## src/rtl/itlb_pkg.sv

```systemverilog
package itlb_pkg;
  typedef enum logic [1:0] {
    RES_MATCH   = 2'b00,
    RES_NOMATCH = 2'b01,
    RES_INVALID = 2'b10,
    RES_BADADDR = 2'b11
  } itlb_res_e;
endpackage

```

## src/rtl/itlb_entry_store.sv

```systemverilog
module itlb_entry_store #(
  parameter int ADDR_W    = 32,
  parameter int PAGE_BITS = 13,
  parameter int ENTRIES   = 64,
  parameter int SUP_X_BIT = 6,
  parameter int USR_X_BIT = 7
) (
  input  logic                        clk,
  input  logic                        rst,
  input  logic                        wr_en,
  input  logic [$clog2(ENTRIES)-1:0]  wr_idx,
  input  logic [ADDR_W-1:0]           wr_match,
  input  logic [ADDR_W-1:0]           wr_xlate,
  input  logic [$clog2(ENTRIES)-1:0]  rd_idx,
  output logic [ADDR_W-PAGE_BITS-1:0] rd_tag,
  output logic                        rd_valid,
  output logic [ADDR_W-PAGE_BITS-1:0] rd_frame,
  output logic                        rd_sup_x,
  output logic                        rd_usr_x
);
  localparam int PN_W  = ADDR_W - PAGE_BITS;
  localparam int IDX_W = $clog2(ENTRIES);

  logic [PN_W-1:0]  tag_mem   [ENTRIES];
  logic [PN_W-1:0]  frame_mem [ENTRIES];
  logic [1:0]       xr_mem    [ENTRIES];
  logic [ENTRIES-1:0] valid_q;

  // RAM-style storage: no reset, single write port
  always_ff @(posedge clk) begin
    if (wr_en) begin
      tag_mem[wr_idx]   <= wr_match[ADDR_W-1:PAGE_BITS];
      frame_mem[wr_idx] <= wr_xlate[ADDR_W-1:PAGE_BITS];
      xr_mem[wr_idx]    <= {wr_xlate[USR_X_BIT], wr_xlate[SUP_X_BIT]};
    end
  end

  // Valid flags live in flops so that reset can clear them all at once
  for (genvar e = 0; e < ENTRIES; e++) begin : g_valid
    always_ff @(posedge clk) begin
      if (rst)
        valid_q[e] <= 1'b0;
      else if (wr_en && (wr_idx == IDX_W'(e)))
        valid_q[e] <= wr_match[0];
    end
  end

  always_comb begin
    rd_tag   = tag_mem[rd_idx];
    rd_frame = frame_mem[rd_idx];
    rd_sup_x = xr_mem[rd_idx][0];
    rd_usr_x = xr_mem[rd_idx][1];
    rd_valid = valid_q[rd_idx];
  end

  // the cycle after a reset edge, no entry is usable
  a_r9_reset_clears: assert property (@(posedge clk) disable iff (rst)
    $past(rst) |-> (valid_q == '0));

  // a write lands its valid flag in the addressed entry
  a_r8_write_valid: assert property (@(posedge clk) disable iff (rst)
    (wr_en && !$past(rst)) |=> (valid_q[$past(wr_idx)] == $past(wr_match[0])));
endmodule

```

## src/rtl/itlb_perm.sv

```systemverilog
module itlb_perm (
  input  logic sup_mode,
  input  logic sup_x,
  input  logic usr_x,
  output logic x_right
);
  always_comb x_right = sup_mode ? sup_x : usr_x;
endmodule

```

## src/rtl/itlb_resolve.sv

```systemverilog
module itlb_resolve
  import itlb_pkg::*;
#(
  parameter int PN_W = 19
) (
  input  logic            clk,
  input  logic            rst,
  input  logic [PN_W-1:0] vpn,
  input  logic [PN_W-1:0] stored_tag,
  input  logic            entry_valid,
  input  logic            x_right,
  input  logic            fetch_req,
  output itlb_res_e       code,
  output logic            exec_ok
);
  logic tag_hit;

  always_comb begin
    tag_hit = (stored_tag == vpn);
    exec_ok = 1'b0;
    // Miss takes priority over the valid check
    if (!tag_hit)
      code = RES_NOMATCH;
    else if (!entry_valid)
      code = RES_INVALID;
    else if (fetch_req && !x_right)
      code = RES_BADADDR;
    else begin
      code    = RES_MATCH;
      exec_ok = x_right;
    end
  end

  // invalid only reported for a tag hit on an unusable entry
  a_r3_invalid_source: assert property (@(posedge clk) disable iff (rst)
    (code == RES_INVALID) |-> ((stored_tag == vpn) && !entry_valid));

  // a mismatching tag can never yield anything but no-match
  a_r2_mismatch_wins: assert property (@(posedge clk) disable iff (rst)
    (stored_tag != vpn) |-> (code == RES_NOMATCH && !exec_ok));
endmodule

```

## src/rtl/itlb_lookup.sv

```systemverilog
module itlb_lookup
  import itlb_pkg::*;
#(
  parameter int ADDR_W    = 32,
  parameter int PAGE_BITS = 13,
  parameter int ENTRIES   = 64,
  parameter int SUP_X_BIT = 6,
  parameter int USR_X_BIT = 7
) (
  input  logic                       clk,
  input  logic                       rst,
  input  logic [ADDR_W-1:0]          fetch_vaddr,
  input  logic                       fetch_req,
  input  logic                       sup_mode,
  input  logic                       wr_en,
  input  logic [$clog2(ENTRIES)-1:0] wr_idx,
  input  logic [ADDR_W-1:0]          wr_match,
  input  logic [ADDR_W-1:0]          wr_xlate,
  output logic [ADDR_W-1:0]          phys_addr,
  output logic                       exec_ok,
  output logic [1:0]                 result
);
  localparam int PN_W  = ADDR_W - PAGE_BITS;
  localparam int IDX_W = $clog2(ENTRIES);

  logic [PN_W-1:0]  vpn;
  logic [IDX_W-1:0] idx;
  logic [PN_W-1:0]  st_tag, st_frame;
  logic             st_valid, st_sx, st_ux, x_right;
  itlb_res_e        code;

  always_comb begin
    vpn = fetch_vaddr[ADDR_W-1:PAGE_BITS];
    idx = vpn[IDX_W-1:0];
  end

  itlb_entry_store #(
    .ADDR_W(ADDR_W), .PAGE_BITS(PAGE_BITS), .ENTRIES(ENTRIES),
    .SUP_X_BIT(SUP_X_BIT), .USR_X_BIT(USR_X_BIT)
  ) u_store (
    .clk(clk), .rst(rst),
    .wr_en(wr_en), .wr_idx(wr_idx), .wr_match(wr_match), .wr_xlate(wr_xlate),
    .rd_idx(idx), .rd_tag(st_tag), .rd_valid(st_valid),
    .rd_frame(st_frame), .rd_sup_x(st_sx), .rd_usr_x(st_ux)
  );

  itlb_perm u_perm (
    .sup_mode(sup_mode), .sup_x(st_sx), .usr_x(st_ux), .x_right(x_right)
  );

  itlb_resolve #(.PN_W(PN_W)) u_resolve (
    .clk(clk), .rst(rst),
    .vpn(vpn), .stored_tag(st_tag), .entry_valid(st_valid),
    .x_right(x_right), .fetch_req(fetch_req),
    .code(code), .exec_ok(exec_ok)
  );

  always_comb begin
    result    = code;
    phys_addr = (code == RES_MATCH) ?
                {st_frame, fetch_vaddr[PAGE_BITS-1:0]} : '0;
  end

  // a match keeps the page offset of the fetch address
  a_r6_offset_kept: assert property (@(posedge clk) disable iff (rst)
    (result == 2'b00) |-> (phys_addr[PAGE_BITS-1:0] == fetch_vaddr[PAGE_BITS-1:0]));

  // a refused fetch is a real fetch without execute right
  a_r5_bad_needs_fetch: assert property (@(posedge clk) disable iff (rst)
    (result == 2'b11) |-> (fetch_req && !exec_ok));

  // a granted fetch carries execute right
  a_r4_fetch_grant: assert property (@(posedge clk) disable iff (rst)
    (result == 2'b00 && fetch_req) |-> exec_ok);

  // outputs quiet outside a match
  a_r7_quiet_outputs: assert property (@(posedge clk) disable iff (rst)
    (result != 2'b00) |-> (phys_addr == '0 && !exec_ok));
endmodule

```

## config.mk

```make
export PLATFORM = sky130hd
export DESIGN_NAME = itlb_lookup
export DESIGN_NICKNAME = d
export VERILOG_FILES = /design/src/rtl/itlb_pkg.sv /design/src/rtl/itlb_entry_store.sv /design/src/rtl/itlb_perm.sv /design/src/rtl/itlb_resolve.sv /design/src/rtl/itlb_lookup.sv
export SDC_FILE = /design/constraint.sdc
export NUM_CORES = 2
export LEC_CHECK = 0
export BUFFER_PORTS_ARGS = -buffer_cell sky130_fd_sc_hd__buf_2
export CORE_ASPECT_RATIO = 0.8
export CORE_MARGIN = 2
export CORE_UTILIZATION = 39
export DETAILED_ROUTE_END_ITERATION = 10
export PLACE_DENSITY = 0.58
export SYNTH_ARGS = -nofsm -noshare
export SYNTH_HDL_FRONTEND = slang
export SYNTH_SLANG_ARGS = --single-unit
export TNS_END_PERCENT = 50
```

## constraint.sdc

```tcl
create_clock -name clk -period 7.8 [get_ports clk]
set_clock_uncertainty 0.15 [all_clocks]
set_input_delay 0.78 -clock clk [delete_from_list [all_inputs] [get_ports clk]]
set_output_delay 0.78 -clock clk [all_outputs]
set_load 0.01 [all_outputs]
```

==> results.py <==
metrics = {
    "global_route": {
        "grt_pass1_wl_mm": 409.8,
        "grt_pass1_vias": 50140,
        "grt_max_degree": 126,
        "grt_antenna_before_repair": 31,
        "grt_overflow": 0,
        "grtUsageTotal_pct": 22.40,
    },
    "clock_tree": {
        "cts_buffers": 266,
        "cts_resized": 0,
        "clkTransAtPathRegs_ns": 0.07,
        "ctsLongestPathBuffers": 4,
        "root_buffer": "clkbuf_16",
        "clk_latency_ns": 0.81,
        "cts.hold.buffers_added": 0,
        "h-tree-depth": 5,
        "cts_tree": "built",
        "numClockSinks": 2624,
        "postCtsSetupRepairBufs": 0,
    },
    "outcome": {
        "status": "complete, no violations",
    },
    "power": {
        "vdd_ir_drop_max_mv": 0.1750,
        "cellPowerDensity_nw_per_um2": 254.6,
        "power_mw": 29.24,
        "leakagePower_nw": 35.69,
    },
    "yosys": {
        "yosys-mux-area-fraction_pct": 16.33,
        "synth_nets": 4810,
        "synthFlopType": "edfxtp_1",
        "synthArstFlopShare_pct": 0,
        "synthAdderAreaFrac_pct": 0,
        "ys_warn_count": 0,
        "ys_ff_latch": 2624,
        "synth_top_family_by_area": "multiplexers",
        "yosys.area_share.simple_pct": 2.418,
        "synth_area_leaders": "edfxtp_1, mux4_2, mux2i_1, dfxtp_1, a22oi_1",
        "synth_area_um2": 101300,
        "synth_edf_count": 2560,
        "synth_top_area_cell": "edfxtp_1",
        "syn_avg_cell_area_um2": 21.53,
        "synth_top_area_share_pct": 75.92,
        "syn-instance-count": 4703,
        "seq_area_frac_synth_pct": 77.18,
        "synth.distinct_cells": 74,
        "post_synth_xor_area_fraction_pct": 0.07784,
        "synth_compound_area_share_pct": 2.591,
    },
    "floorplan": {
        "die_y_um": 459.8,
        "coreArea_um2": 258500,
        "ioPinCount": 142,
        "rows": 167,
        "die_area_um2": 263800,
        "dieWidth_um": 573.7,
        "initial_core_util_pct": 39.18,
    },
    "detailed_routing": {
        "drcViolationCount": 0,
        "wl_mm": 300.6,
        "drt_iter0_drc": 8339,
        "ant_nets": 0,
        "drt-wirelength-per-cell_um": 34.84,
        "via_per_inst": 6.001,
        "dr.pass1.iters": 6,
        "via_count": 51790,
    },
    "critical_path": {
        "cp-start-kind": "primary input",
        "critPathMaxFanout": 73,
        "end_kind": "output pin",
        "cp.required_ns": 6.87,
        "critPathArrivalTime_ns": 5.86,
        "setup.worst_path.class": "in2out",
    },
    "timing": {
        "setup_ws_ns": 1.005,
        "fmax_ghz": 0.1472,
        "period_share_pct": 87.11,
        "drv_slew": 0,
        "worst_hold_slack_ns": 0.3203,
        "slew-limit-headroom_pct": 15.16,
        "post-route-min-period_ns": 6.795,
        "fin_setup_tns_ns": 0,
        "rsz0062_at_grt": "false",
        "setup_viol": 0,
        "hold_viol": 0,
        "worst_pin_slew_ns": 1.273,
    },
    "placed_design": {
        "place_area_um2": 106700,
        "io_buffers": 118,
        "place_hpwl_mm": 159.1,
        "place_congestion": 0.7806,
        "pre_cts_slack_ns": 0.9700,
        "place_inst": 8169,
    },
    "finish": {
        "layout_common_cells": "edfxtp_1, mux4_2, clkbuf_16, mux2i_1, nand2_1",
        "final_common_cell": "edfxtp_1",
        "drive_gt1_share_pct": 25.50,
        "synthToLayoutAreaGrowth_pct": 13.41,
        "layout.nets": 5080,
        "layout.cells.non_filler": 8629,
        "finish.utilization_pct": 44.43,
        "fill_cells": 21820,
        "stdcell_area_um2": 114800,
    },
    "hold_path": {
        "holdCritPathClass": "in2reg",
    },
    "job": {
        "drv_cap": 0,
    },
}
-- flip-flops by register name (all words and copies together) (netlist names) --
register	cells
u_store.xr_mem	128
u_store.valid_q	64
u_store.frame_mem	1216
u_store.tag_mem	1216
-- layout make-up --
cell class	instances	area, um2	area share (%)
Multi-Input combinational cell	1799	22210	19.34
Clock buffer	337	7241	6.305
Sequential cell	2624	78160	68.05
Inverter	16	65.06	0.05665
Timing Repair Buffer	266	1931	1.681
Clock inverter	118	900.9	0.7844
Tap cell	3464	4334	3.774
Antenna cell	5	12.51	0.01089
-- path summary, 6_finish.rpt --
| path | from | end | slack, ns | cells after the start |
|---|---|---|---|---|
| worst max-delay path | fetch_vaddr[14] | phys_addr[7] | 1.01 | 12 |
| worst min-delay path | wr_idx[4] | u_store.valid_q[58] | 0.32 | 5 |
| worst max register to register | u_store.valid_q[31] | u_store.valid_q[31] | 6.94 | 2 |
| worst min register to register | u_store.valid_q[6] | u_store.valid_q[6] | 0.33 | 2 |
-- Yosys cell counts, drive strengths merged, types with 4 or more instances --
cell type,n
nor3,19
or3,4
o22ai,38
clkbuf,114
a41oi,7
nor4,42
o221ai,7
a22o,6
a31oi,6
inv,15
a221oi,9
nand3,65
a21oi,90
nand4,14
edfxtp,2560
a211oi,5
o41ai,4
nand3b,5
nand2b,26
dfxtp,64
a22oi,93
o31ai,12
nor2b,21
o211ai,7
a2111oi,6
nor2,112
or2,10
nand2,164
xor2,6
and2,7
buf,150
o311ai,4
o21ai,82
mux2i,252
a32oi,4
mux2,11
or4,6
mux4,616
-- layer usage --
metal | share of wire (%) | vias to the layer above | wire [um] | track usage (%)
li1 | - | 20350 | - | -
met1 | 43 | 28050 | 129900 | 34.14
met2 | 44 | 2904 | 131900 | 32.86
met3 | 11 | 466 | 31660 | 4.813
met4 | 2.4 | 16 | 7090 | 5.239
met5 | 0.031 | - | 94 | 0
-- power breakdown --
part	leakage, nW	total (mW)	switching [mW]	internal, mW
Clock	3.96	12.3	5.30	6.96
Sequential	23.5	15.6	0.0202	15.6
Combinational	8.19	1.40	0.891	0.504
Total	35.7	29.2	6.21	23.0
-- critical path: stages --
cell and delay [ns]:
buf_8 0.55, buf_4 0.88, nand2_1 0.43, a211oi_1 0.31, a2111oi_0 0.14, nor4_1 0.52
mux2_2 0.39, a211oi_1 0.33, nand4_4 0.41, buf_4 0.41, nor4_1 0.32, buf_2 0.20
-- logic make-up after synthesis --
group,after synthesis
xor gates and xnor gates,9
DFF,2624
and+or+nand+nor,510
muxes,879
buffers and inverters,280
AOI/OAI and AO/OA,401
Note: power is estimated with default switching activity, not from simulation.
